===== config.mk =====
export PLATFORM = sky130hd
export DESIGN_NAME = tag_check_unit
export DESIGN_NICKNAME = d
export VERILOG_FILES = /design/src/rtl/tcu_pkg.sv /design/src/rtl/tcu_datapath.sv /design/src/rtl/tcu_ctrl.sv /design/src/rtl/tag_check_unit.sv
export SDC_FILE = /design/constraint.sdc
export NUM_CORES = 1
export LEC_CHECK = 0
export ABC_CLOCK_PERIOD_IN_PS = 7050
export CAP_MARGIN = 5
export CORE_MARGIN = 4
export CORE_UTILIZATION = 30
export DETAILED_ROUTE_END_ITERATION = 16
export GPL_TIMING_DRIVEN = 1
export HOLD_SLACK_MARGIN = 0.08
export PLACE_DENSITY = 0.71
export SLEW_MARGIN = 15
export SYNTH_ARGS = -nofsm -noshare
export SYNTH_HDL_FRONTEND = slang
export SYNTH_SLANG_ARGS = --single-unit

===== constraint.sdc =====
create_clock -name clk -period 7.05 [get_ports clk]
set_input_delay 1.41 -clock clk [delete_from_list [all_inputs] [get_ports clk]]
set_output_delay 1.41 -clock clk [all_outputs]
set_load 0.1 [all_outputs]

===== src/rtl/tcu_pkg.sv =====
package tcu_pkg;

  typedef enum logic [2:0] {
    ST_IDLE,
    ST_SH_REQ,
    ST_SH_WAIT,
    ST_DB_REQ,
    ST_DB_WAIT,
    ST_DONE
  } tcuState_t;

  // strobes from control to datapath
  typedef struct packed {
    logic loadReq;
    logic loadShadow;
    logic markPass;
    logic markFault;
  } tcuStrobes_t;

  // decisions from datapath to control
  typedef struct packed {
    logic sizeBad;
    logic tagHit;
    logic shortFits;
    logic lastHit;
  } tcuStatus_t;

endpackage


===== src/rtl/tcu_datapath.sv =====
module tcu_datapath
  import tcu_pkg::*;
#(
  parameter int ADDR_W = 64,
  parameter int TAG_W = 8,
  parameter int GRAN_LOG2 = 4,
  parameter int SIZE_W = 3,
  parameter logic [ADDR_W-1:0] SHADOW_BASE = '0
) (
  input  logic              clk,
  input  logic              rstN,
  input  tcuStrobes_t       strb,
  output tcuStatus_t        stat,
  input  logic [ADDR_W-1:0] reqAddr,
  input  logic [SIZE_W-1:0] reqSize,
  input  logic              reqIsStore,
  input  logic [TAG_W-1:0]  shRspData,
  input  logic [TAG_W-1:0]  dbRspData,
  output logic [ADDR_W-1:0] shRdAddr,
  output logic [ADDR_W-1:0] dbRdAddr,
  output logic [TAG_W-1:0]  shadowSeen,
  output logic              faultOut,
  output logic              synIsStore,
  output logic [SIZE_W-1:0] synSizeCode,
  output logic [ADDR_W-1:0] synAddr
);

  localparam int TAG_LSB = ADDR_W - TAG_W;
  localparam int GRAN_BYTES = 1 << GRAN_LOG2;
  localparam int POS_W = GRAN_LOG2 + 1;
  localparam int MAX_SIZE_CODE = GRAN_LOG2;

  logic [ADDR_W-1:0] addrReg;
  logic [SIZE_W-1:0] sizeReg;
  logic              storeReg;
  logic [TAG_W-1:0]  shadowReg;
  logic              faultReg;

  logic [TAG_W-1:0]  ptrTag;
  logic [POS_W-1:0]  posLast;
  logic              shortRange;

  always_ff @(posedge clk) begin
    if (!rstN) begin
      addrReg   <= '0;
      sizeReg   <= '0;
      storeReg  <= 1'b0;
      shadowReg <= '0;
      faultReg  <= 1'b0;
    end else begin
      if (strb.loadReq) begin
        addrReg  <= reqAddr;
        sizeReg  <= reqSize;
        storeReg <= reqIsStore;
      end
      if (strb.loadShadow) shadowReg <= shRspData;
      if (strb.markFault) faultReg <= 1'b1;
      else if (strb.markPass || strb.loadReq) faultReg <= 1'b0;
    end
  end

  assign ptrTag = addrReg[ADDR_W-1:TAG_LSB];

  // position of the last byte touched inside the granule
  assign posLast = POS_W'(addrReg[GRAN_LOG2-1:0])
                 + (POS_W'(1) << sizeReg) - POS_W'(1);

  assign shortRange = (shRspData != '0) && (shRspData < TAG_W'(GRAN_BYTES));

  assign stat.sizeBad   = (reqSize > SIZE_W'(MAX_SIZE_CODE));
  assign stat.tagHit    = (shRspData == ptrTag);
  assign stat.shortFits = shortRange && (TAG_W'(posLast) < shRspData);
  assign stat.lastHit   = (dbRspData == ptrTag);

  assign shRdAddr = SHADOW_BASE + ADDR_W'(addrReg[TAG_LSB-1:GRAN_LOG2]);
  assign dbRdAddr = {{TAG_W{1'b0}}, addrReg[TAG_LSB-1:GRAN_LOG2], {GRAN_LOG2{1'b1}}};

  assign shadowSeen  = shadowReg;
  assign faultOut    = faultReg;
  assign synIsStore  = storeReg;
  assign synSizeCode = sizeReg;
  assign synAddr     = addrReg;

  p_strobe_excl_r10: assert property (@(posedge clk) disable iff (!rstN)
    !(strb.markPass && strb.markFault));

  p_fault_sticks_r9: assert property (@(posedge clk) disable iff (!rstN)
    (strb.markFault) |=> faultReg);

endmodule


===== src/rtl/tcu_ctrl.sv =====
module tcu_ctrl
  import tcu_pkg::*;
(
  input  logic        clk,
  input  logic        rstN,
  input  logic        reqValid,
  output logic        reqReady,
  input  tcuStatus_t  stat,
  output tcuStrobes_t strb,
  output logic        shRdValid,
  input  logic        shRdReady,
  input  logic        shRspValid,
  output logic        dbRdValid,
  input  logic        dbRdReady,
  input  logic        dbRspValid,
  output logic        resValid
);

  tcuState_t state, stateNext;

  always_ff @(posedge clk) begin
    if (!rstN) state <= ST_IDLE;
    else       state <= stateNext;
  end

  always_comb begin
    stateNext = state;
    strb      = '0;
    unique case (state)
      ST_IDLE: begin
        if (reqValid) begin
          strb.loadReq = 1'b1;
          if (stat.sizeBad) begin
            strb.markFault = 1'b1;
            stateNext      = ST_DONE;
          end else begin
            stateNext = ST_SH_REQ;
          end
        end
      end
      ST_SH_REQ: if (shRdReady) stateNext = ST_SH_WAIT;
      ST_SH_WAIT: begin
        if (shRspValid) begin
          strb.loadShadow = 1'b1;
          if (stat.tagHit) begin
            strb.markPass = 1'b1;
            stateNext     = ST_DONE;
          end else if (stat.shortFits) begin
            stateNext = ST_DB_REQ;
          end else begin
            strb.markFault = 1'b1;
            stateNext      = ST_DONE;
          end
        end
      end
      ST_DB_REQ: if (dbRdReady) stateNext = ST_DB_WAIT;
      ST_DB_WAIT: begin
        if (dbRspValid) begin
          if (stat.lastHit) strb.markPass = 1'b1;
          else              strb.markFault = 1'b1;
          stateNext = ST_DONE;
        end
      end
      ST_DONE: stateNext = ST_IDLE;
      default: stateNext = ST_IDLE;
    endcase
  end

  assign reqReady  = (state == ST_IDLE);
  assign shRdValid = (state == ST_SH_REQ);
  assign dbRdValid = (state == ST_DB_REQ);
  assign resValid  = (state == ST_DONE);

  p_pulse_r9: assert property (@(posedge clk) disable iff (!rstN)
    resValid |=> !resValid);

  p_busy_r11: assert property (@(posedge clk) disable iff (!rstN)
    (reqValid && reqReady) |=> !reqReady);

  p_sh_hold_r12: assert property (@(posedge clk) disable iff (!rstN)
    (shRdValid && !shRdReady) |=> shRdValid);

  p_db_hold_r12: assert property (@(posedge clk) disable iff (!rstN)
    (dbRdValid && !dbRdReady) |=> dbRdValid);

  p_one_port_r11: assert property (@(posedge clk) disable iff (!rstN)
    !(shRdValid && dbRdValid));

endmodule


===== src/rtl/tag_check_unit.sv =====
module tag_check_unit
  import tcu_pkg::*;
#(
  parameter int ADDR_W = 64,
  parameter int TAG_W = 8,
  parameter int GRAN_LOG2 = 4,
  parameter int SIZE_W = 3,
  parameter logic [ADDR_W-1:0] SHADOW_BASE = 64'h0000_1000_0000_0000
) (
  input  logic              clk,
  input  logic              rstN,
  input  logic              recoverMode,
  input  logic              reqValid,
  output logic              reqReady,
  input  logic [ADDR_W-1:0] reqAddr,
  input  logic [SIZE_W-1:0] reqSize,
  input  logic              reqIsStore,
  output logic              shRdValid,
  input  logic              shRdReady,
  output logic [ADDR_W-1:0] shRdAddr,
  input  logic              shRspValid,
  input  logic [TAG_W-1:0]  shRspData,
  output logic              dbRdValid,
  input  logic              dbRdReady,
  output logic [ADDR_W-1:0] dbRdAddr,
  input  logic              dbRspValid,
  input  logic [TAG_W-1:0]  dbRspData,
  output logic              resValid,
  output logic              resFault,
  output logic              resAllow,
  output logic              synIsStore,
  output logic [SIZE_W-1:0] synSizeCode,
  output logic [ADDR_W-1:0] synAddr
);

  localparam int GRAN_BYTES = 1 << GRAN_LOG2;

  tcuStrobes_t strb;
  tcuStatus_t  stat;
  logic [TAG_W-1:0] shadowSeen;
  logic faultOut;

  tcu_ctrl ctrl_i (
    .clk        (clk),
    .rstN       (rstN),
    .reqValid   (reqValid),
    .reqReady   (reqReady),
    .stat       (stat),
    .strb       (strb),
    .shRdValid  (shRdValid),
    .shRdReady  (shRdReady),
    .shRspValid (shRspValid),
    .dbRdValid  (dbRdValid),
    .dbRdReady  (dbRdReady),
    .dbRspValid (dbRspValid),
    .resValid   (resValid)
  );

  tcu_datapath #(
    .ADDR_W      (ADDR_W),
    .TAG_W       (TAG_W),
    .GRAN_LOG2   (GRAN_LOG2),
    .SIZE_W      (SIZE_W),
    .SHADOW_BASE (SHADOW_BASE)
  ) dp_i (
    .clk         (clk),
    .rstN        (rstN),
    .strb        (strb),
    .stat        (stat),
    .reqAddr     (reqAddr),
    .reqSize     (reqSize),
    .reqIsStore  (reqIsStore),
    .shRspData   (shRspData),
    .dbRspData   (dbRspData),
    .shRdAddr    (shRdAddr),
    .dbRdAddr    (dbRdAddr),
    .shadowSeen  (shadowSeen),
    .faultOut    (faultOut),
    .synIsStore  (synIsStore),
    .synSizeCode (synSizeCode),
    .synAddr     (synAddr)
  );

  assign resFault = faultOut;
  assign resAllow = !faultOut || recoverMode;

  p_db_short_r6: assert property (@(posedge clk) disable iff (!rstN)
    dbRdValid |-> (shadowSeen != '0 && shadowSeen < TAG_W'(GRAN_BYTES)));

  p_sh_addr_stable_r12: assert property (@(posedge clk) disable iff (!rstN)
    (shRdValid && !shRdReady) |=> $stable(shRdAddr));

  p_db_addr_stable_r12: assert property (@(posedge clk) disable iff (!rstN)
    (dbRdValid && !dbRdReady) |=> $stable(dbRdAddr));

  p_block_r10: assert property (@(posedge clk) disable iff (!rstN)
    (resValid && !resAllow) |-> (resFault && !recoverMode));

endmodule


==> flow_metrics.tcl <==
set metrics [dict create \
    wl_per_cell_um 14.3 \
    async_flop_share_pct 0 \
    fmax_ghz 0.222 \
    synth_top_area_share_pct 34.6 \
    critPathArrivalTime_ns 3.09 \
    synth_most_common_cell "nand2_1" \
    hold_buffers 0 \
    fin_crit_ns 4.50 \
    cp_max_fo 1 \
    grt_pass1_vias 3759 \
    drc 0 \
    grt-ovfl-total 0 \
    initial_core_util_pct 31.0 \
    syn_avg_cell_area_um2 7.66 \
    cts.sinks 72 \
    cts_buffers 9 \
    yosysTopAreaCell "dfxtp_1" \
    num_vias 3805 \
    synth_seq_area_share_pct 34.6 \
    skew_ns 0.00569 \
    peakVddDrop_v 0.000154 \
    synthTopCellsByArea "dfxtp_1 (35%), buf_4 (22%), nand2_1 (13%), a21oi_1 (9.1%), xor2_1 (4.2%)" \
    postCtsSetupBuffers 0 \
    cap_violations 0 \
    n_fill_cell 1330 \
    relSlewSlack_pct 29.9 \
    rsz0062_at_grt "false" \
    hold_viol_final 0 \
    htree_levels 3 \
    ys_warn_count 0 \
    core_mm2 0.0134 \
    die-area_mm2 0.0158 \
    holdPathStages 2 \
    synth_edf_count 0 \
    clk_pin_slew_worst_paths_ns 0.05 \
    synth.distinct_cells 41 \
    clockBufferDepth 2 \
    end_kind "output port" \
    finalInstanceArea_mm2 0.00647 \
    seq_area_mm2 0.00144 \
    ant_nets 0 \
    syn-instance-count 543 \
    timing.hold.worst.start "dp_i.synIsStore$_SDFFE_PN0P_" \
    required_ns 5.64 \
    nets 809 \
    status "completed" \
    whs_endpoint "dp_i.synIsStore$_SDFFE_PN0P_" \
    dpl.hpwl_mm 9.53 \
    cts_tree "done" \
    final_core_util_pct 48.3 \
    placed_area_mm2 0.00618 \
    multi_input_area_mm2 0.00174 \
    routed_wl_mm 12.6 \
    fin_setup_tns_ns 0 \
    root_buffer "clkbuf_16" \
    reg2reg_slack_ns 3.66 \
    start_kind "primary input" \
    rows 42 \
    grt_max_degree 72 \
    synthTopCellsByCount "nand2_1 (144), buf_4 (121), a21oi_1 (76)" \
    port_buffers 270 \
    antennaDiodeCount 0 \
    gp_congestion 0.769 \
    antenna_found_initial 0 \
    reg2reg_to "ctrl_i.state[1]$_SDFFE_PN0P_" \
    ios 294 \
    slew_viol_final 0 \
    netlist_area_mm2 0.00416 \
    tightest_slew_ns 1.05 \
    power_density_mw_per_mm2 323 \
    cts_resized 0 \
    grt_pass1_wl_mm 19.9 \
    die_w_um 126 \
    drive_gt1_share_pct 3.10 \
    dr.pass1.iters 4 \
    synth-main-ff-cell "dfxtp_1" \
    reg2reg_from "dp_i.synSizeCode[1]$_SDFFE_PN0P_" \
    area_growth_pct 55.5 \
    p_leak_nw 2.49 \
    die-height_um 126 \
    finalSetupViolations 0 \
    worstHoldPathType "reg2reg" \
    ys_ff_latch 72 \
    drt-initial-drc-count 180 \
    clock_latency_ns 0.33 \
    timing.final.crit_share_pct 63.9 \
    r2r_cells 13 \
    crit_type "in2out" \
    viasPerCell 4.30 \
    grt_util_all_layers_pct 15.5 \
]
==> layout by cell type, fill, tap and decap left out, types with 3 or more instances in the layout <==
cell type        count
clkbuf_16            9
conb_1              23
clkbuf_8             3
xnor2_1              5
nand2b_1             3
nor4_1               4
dfxtp_1             72
and3_1               4
xor2_1              20
nand3_1              3
nor2_1               8
a21oi_1             76
ha_1                12
clkdlybuf4s50_1    270
nand2_1            143
inv_1               15
buf_4                3
==> how the worst max path moves through the flow <==
| stage | startpoint | to | slack (ns) | depth (start not counted) |
|---|---|---|---|---|
| finish | recoverMode | resAllow | 2.55 | 3 |
| global route | recoverMode | resAllow | 2.51 | 3 |
| CTS | recoverMode | resAllow | 2.54 | 3 |
| detailed placement | recoverMode | resAllow | 2.55 | 3 |
| global placement | recoverMode | resAllow | 2.57 | 3 |
| floorplan | dp_i.synAddr[50]$_SDFFE_PN0P_ | shRdAddr[49] | 2.58 | 3 |
==> kinds of logic after synthesis <==
kind of cell | after synthesis | share of synthesized area [%]
compound gates | 91 | 12.0
xor+xnor | 25 | 5.26
fa+ha+maj | 13 | 4.09
buf+inv | 160 | 25.6
flops | 72 | 34.6
mux | 1 | 0.241
other cells | 2 | 0.181
simple gates | 179 | 18.0
==> where the power goes <==
part	switching, W	internal [W]	total, W	leakage, nW
clock network	0.000169	0.000267	0.000436	0.139
registers	0.0000498	0.000446	0.000496	0.590
logic	0.000898	0.000263	0.00116	1.76
total	0.00112	0.000976	0.00209	2.49
==> critical path, cell delays in order <==
cell and delay [ns]:
clkdlybuf4s50_1 0.45, nand2b_1 0.10, clkdlybuf4s50_1 1.13
==> sequential cells by signal, indices dropped and copies added, names as in the netlist <==
name and flops:
dp_i.synAddr 64, dp_i.synSizeCode 3, dp_i.synIsStore 1, ctrl_i.state 3, dp_i.faultOut 1
==> layout make-up <==
cell class                      instances  area share [%]
Clock buffer                           14            4.23
Clock inverter                          2           0.193
Inverter                               16           0.928
Multi-Input combinational cell        332            26.9
Sequential cell                        72            22.3
Tap cell                              176            3.40
Timing Repair Buffer                  273            42.1
==> layer usage <==
layer / up-vias / GRT usage (%) / routed length [µm]
met1: 1707 / 18.3 / 5180
li1: 1926 / - / -
met3: 10 / 4.23 / 964
met4: 0 / 4.98 / 165
met2: 162 / 27.1 / 6330
met5: - / 0 / 0
==> through the flow <==
stage	cells	total power (W)	hold slack [ns]	setup WS, ns
floorplan	564	0.00147	0.646	2.58
global placement	869	0.00166	0.443	2.57
detailed placement	869	0.00167	0.449	2.55
CTS	885	0.00212	0.460	2.54
global route	885	0.00218	0.485	2.51
finish	885	0.00209	0.456	2.55
Power figures use the tool's default switching activity.
